[config.mk]
export PLATFORM = sky130hd
export DESIGN_NAME = wdt_delayed_reset
export DESIGN_NICKNAME = d
export VERILOG_FILES = /design/src/rtl/wdt_pkg.sv /design/src/rtl/wdt_interval_counter.sv /design/src/rtl/wdt_tmo_flag.sv /design/src/rtl/wdt_grace_timer.sv /design/src/rtl/wdt_delayed_reset.sv
export SDC_FILE = /design/constraint.sdc
export NUM_CORES = 1
export LEC_CHECK = 0
export ABC_AREA = 1
export BUFFER_PORTS_ARGS = -buffer_cell sky130_fd_sc_hd__buf_2
export CORE_AREA = 2 2 71 73
export CTS_CLUSTER_SIZE = 20
export DETAILED_ROUTE_END_ITERATION = 12
export DIE_AREA = 0 0 73 75
export PLACE_DENSITY = 0.66
export SYNTH_ARGS = -nofsm -noshare
export SYNTH_HDL_FRONTEND = slang
export SYNTH_SLANG_ARGS = --single-unit
[constraint.sdc]
create_clock -name clk -period 2.4 [get_ports clk]
set_input_delay 0.48 -clock clk [delete_from_list [all_inputs] [get_ports clk]]
set_output_delay 0.48 -clock clk [all_outputs]
set_load 0.02 [all_outputs]
[src/rtl/wdt_pkg.sv]
package wdt_pkg;
  // Exponent of the interval chosen by a select code.
  function automatic int unsigned intv_exp(input int unsigned base,
                                           input int unsigned step,
                                           input int unsigned idx);
    return base + step * idx;
  endfunction
endpackage

[src/rtl/wdt_interval_counter.sv]
module wdt_interval_counter
  import wdt_pkg::*;
#(
  parameter int unsigned SEL_W    = 2,
  parameter int unsigned BASE_EXP = 17,
  parameter int unsigned EXP_STEP = 3
) (
  input  logic             clk,
  input  logic             rst_n,
  input  logic             kick,
  input  logic [SEL_W-1:0] sel,
  output logic             expire
);
  localparam int unsigned NSEL  = 1 << SEL_W;
  localparam int unsigned CNT_W = intv_exp(BASE_EXP, EXP_STEP, NSEL - 1);

  logic [CNT_W-1:0] cnt_q;
  logic [CNT_W-1:0] last_val [NSEL];

  // Last count value of each interval: 2^E - 1.
  for (genvar gi = 0; gi < NSEL; gi++) begin : g_last
    localparam int unsigned E = intv_exp(BASE_EXP, EXP_STEP, gi);
    assign last_val[gi] = CNT_W'({E{1'b1}});
  end

  // Greater-or-equal so that shrinking the interval mid-count still expires.
  assign expire = !kick && (cnt_q >= last_val[sel]);

  always_ff @(posedge clk or negedge rst_n) begin
    if (!rst_n)              cnt_q <= '0;
    else if (kick || expire) cnt_q <= '0;
    else                     cnt_q <= cnt_q + CNT_W'(1);
  end
endmodule

[src/rtl/wdt_tmo_flag.sv]
module wdt_tmo_flag (
  input  logic clk,
  input  logic rst_n,
  input  logic expire,
  input  logic clr,
  output logic flag
);
  always_ff @(posedge clk or negedge rst_n) begin
    if (!rst_n)      flag <= 1'b0;
    else if (expire) flag <= 1'b1;
    else if (clr)    flag <= 1'b0;
  end
endmodule

[src/rtl/wdt_grace_timer.sv]
module wdt_grace_timer #(
  parameter int unsigned GRACE = 512
) (
  input  logic clk,
  input  logic rst_n,
  input  logic expire,
  input  logic kick,
  input  logic rst_en,
  output logic req
);
  localparam int unsigned GW = (GRACE > 1) ? $clog2(GRACE) : 1;
  localparam logic [GW-1:0] LAST = GW'(GRACE - 1);

  logic          armed_q;
  logic [GW-1:0] gcnt_q;

  always_ff @(posedge clk or negedge rst_n) begin
    if (!rst_n) begin
      armed_q <= 1'b0;
      gcnt_q  <= '0;
      req     <= 1'b0;
    end else begin
      req <= 1'b0;
      if (armed_q) begin
        if (kick || !rst_en) begin
          armed_q <= 1'b0;
        end else if (gcnt_q == LAST) begin
          req     <= 1'b1;
          armed_q <= 1'b0;
        end else begin
          gcnt_q <= gcnt_q + GW'(1);
        end
      end else if (expire && rst_en) begin
        armed_q <= 1'b1;
        gcnt_q  <= '0;
      end
    end
  end
endmodule

[src/rtl/wdt_delayed_reset.sv]
module wdt_delayed_reset #(
  parameter int unsigned SEL_W    = 2,
  parameter int unsigned BASE_EXP = 17,
  parameter int unsigned EXP_STEP = 3,
  parameter int unsigned GRACE    = 512
) (
  input  logic             clk,
  input  logic             rst_n,
  input  logic             kick,
  input  logic [SEL_W-1:0] intv_sel,
  input  logic             rst_en,
  input  logic             flag_clr,
  output logic             tmo_flag,
  output logic             rst_req
);
  logic expire;

  wdt_interval_counter #(
    .SEL_W(SEL_W), .BASE_EXP(BASE_EXP), .EXP_STEP(EXP_STEP)
  ) u_cnt (
    .clk(clk), .rst_n(rst_n), .kick(kick), .sel(intv_sel), .expire(expire)
  );

  wdt_tmo_flag u_flag (
    .clk(clk), .rst_n(rst_n), .expire(expire), .clr(flag_clr), .flag(tmo_flag)
  );

  wdt_grace_timer #(.GRACE(GRACE)) u_grace (
    .clk(clk), .rst_n(rst_n), .expire(expire), .kick(kick),
    .rst_en(rst_en), .req(rst_req)
  );
endmodule

==> metrics.cfg <==
[global_routing]
grt_pass1_wl_mm = 7.728
grt_use_total = 0.1877
grt.overflow.total = 0
antenna_found_initial = 0
grt_max_degree = 39
grt_pass1_vias = 1679

[routing]
drc_errors = 0
wire_per_inst_um = 12.76
firstDrtPassIters = 4
vias = 1782
antenna_left = 0
viasPerCell = 5.048
drtIter0Drc = 155
postRouteWirelength_mm = 4.504

[hold_path]
hold_path.class = in -> async

[critical_path]
path_max_fanout = 8
arrival_ns = 2.32
required_ns = 2.63
regToRegEndpoint = u_grace.gcnt_q[0]
endpoint = u_grace.gcnt_q[0]
endpoint_kind = register
cp_common_cell = nand2_1
cpLargestDelayFamily = simple AND/OR/NAND/NOR gates
path_depth = 10
crit_buf_inv = 1
reg2reg_setup_slack_ns = 0.32
path_class = reg -> reg
critPathMaxStageDelay_ns = 0.41
r2r_cells = 10
startpoint_type = register
r2r_start = u_grace.gcnt_q[0]
cp-startpoint = u_grace.gcnt_q[0]
worstPathCellList = ha_1, nand2_1, inv_1, nand2_1, nor2_1, ha_1, nor3_1, nand2_1, or2_2, nand2_1
cp_slowest_cell = dfrtp_1

[yosys]
ys_ff_latch = 38
synth.area.top_cells = dfrtp_1 42%, nand2_1 12%, nor2_1 8.7%
avgSynthCellArea_um2 = 7.904
synth_top_area_cell = dfrtp_1
seq_area_frac_synth = 0.4236
synth_top_area_share = 0.4236
yosysWarnings = 0
synth_nets = 300
postSynthCellCount = 284
syn_area_mm2 = 0.002245
synthDistinctLibCells = 28

[power]
p_leak_uw = 0.001203
power-per-cell-area_mw_per_mm2 = 503.9
total_power_uw = 1247
ir_drop_v = 0.0002567

[clock_network]
cts_tree = yes
htreeDepth = 2
cts.clk_slew.worst_paths_ns = 0.08
cts_sinks = 38
cts_max_path_buffers = 2
postCtsResizedCells = 0
cts_hold_buf = 0
cts_buffers = 5
post_cts_buffers = 0
root_buffer = clkbuf_8
clk_latency_ns = 0.29

[timing]
fmax_ghz = 0.4798
finClkSkew_ns = 0.003833
period_minus_slack_ns = 2.084
hold_viol = 0
setup_viol = 0
maxSlewViolCount = 0
worst_pin_slew_ns = 0.8320
slew_headroom = 0.4453
setup_tns_ns = 0
fin_crit_sh = 0.8683
rsz0062_at_grt = false

[layout]
final_common_cell = nand2_1
design_area_mm2 = 0.002475
drive_above_1_share = 0.1104
final_cell_mix = 70 x nand2_1, 52 x nor2_1, 38 x dfrtp_1
fin_cells = 353
area_delta_synth_final_pct = 10.26
fin_nets = 314
antenna_cells = 0

[status]
status = complete, no violations

[placement]
placed_cells = 345
dpl.hpwl_mm = 3.349
placed_area_mm2 = 0.002366
gp_congestion = 0.8527
port_buffers = 8

[floorplanning]
die_h_um = 75
core_area_mm2 = 0.004661
dieArea_mm2 = 0.005475
row_count = 25
die_w_um = 73
initial_core_util = 0.4816
ioPinCount = 9

[run]
max_cap_viol_count = 0

-- stage by stage --
step | hold slack [ns] | utilization | setup WS, ns
after floorplan | 0.1844 | - | 0.6077
after global placement | 0.4943 | 0.5077 | 0.2696
after detailed placement | 0.4977 | 0.5077 | 0.1871
after CTS | 0.3194 | 0.5310 | 0.3071
after global routing | 0.3571 | 0.5310 | 0.1289
final | 0.2829 | 0.5310 | 0.3160
-- worst min path at each step --
stage	startpoint	endpoint	slack (ns)
2_1_floorplan	rst_n	u_cnt.cnt_q[0]	0.18
3_3_place_gp	u_grace.gcnt_q[8]	u_grace.gcnt_q[8]	0.49
3_5_place_dp	u_grace.gcnt_q[8]	u_grace.gcnt_q[8]	0.50
4_1_cts	rst_n	u_cnt.cnt_q[4]	0.32
5_1_grt	rst_n	u_cnt.cnt_q[0]	0.36
6_report	rst_n	u_cnt.cnt_q[0]	0.28
-- state kept, by name (all words and copies together), names as in the netlist --
signal	count
u_grace.gcnt_q	9
u_grace.armed_q	1
u_flag.flag	1
u_cnt.cnt_q	26
u_grace.req	1
-- report_power, final --
group          internal [µW]  switching, µW
sequential               645           5.79
combinational           18.7           39.6
clock                    306            232
-- synth_stat cells (all sizes together) --
master  instances
a21oi           6
a21boi          1
dfrtp          38
ha              9
nand2          73
o21ai           4
and3            1
nand4           7
xnor2           6
nor2           55
o21bai          1
buf             3
nand3          20
inv            29
nor3b           3
or2             2
xor2           12
nor3           13
a211oi          1
-- cells by family (layout without fill, tap and decap cells) --
logic type,count (synthesis),count (layout),share of synthesized area
AOI/OAI and AO/OA,13,13,0.03401
xor gates and xnor gates,18,18,0.07023
adders and majority gates,9,9,0.05017
buffers and inverters,32,47,0.05462
DFF,38,38,0.4236
and+or+nand+nor,174,174,0.3673
-- layout make-up --
type	count	area, µm²
Clock inverter	3	40.04
Multi-Input combinational cell	214	1171
Sequential cell	38	950.9
Timing Repair Buffer	10	67.56
Fill cell	427	2186
Tap cell	54	67.56
Inverter	29	108.9
Clock buffer	5	68.82
-- layer usage --
layer | wire, µm | track usage | vias to the layer above
met5 | 0 | 0 | -
met4 | 126 | 0.09877 | 0
met3 | 121 | 0.03213 | 13
met2 | 2012 | 0.2763 | 27
met1 | 2244 | 0.2653 | 811
li1 | - | - | 931
Power figures use the tool's default switching activity.
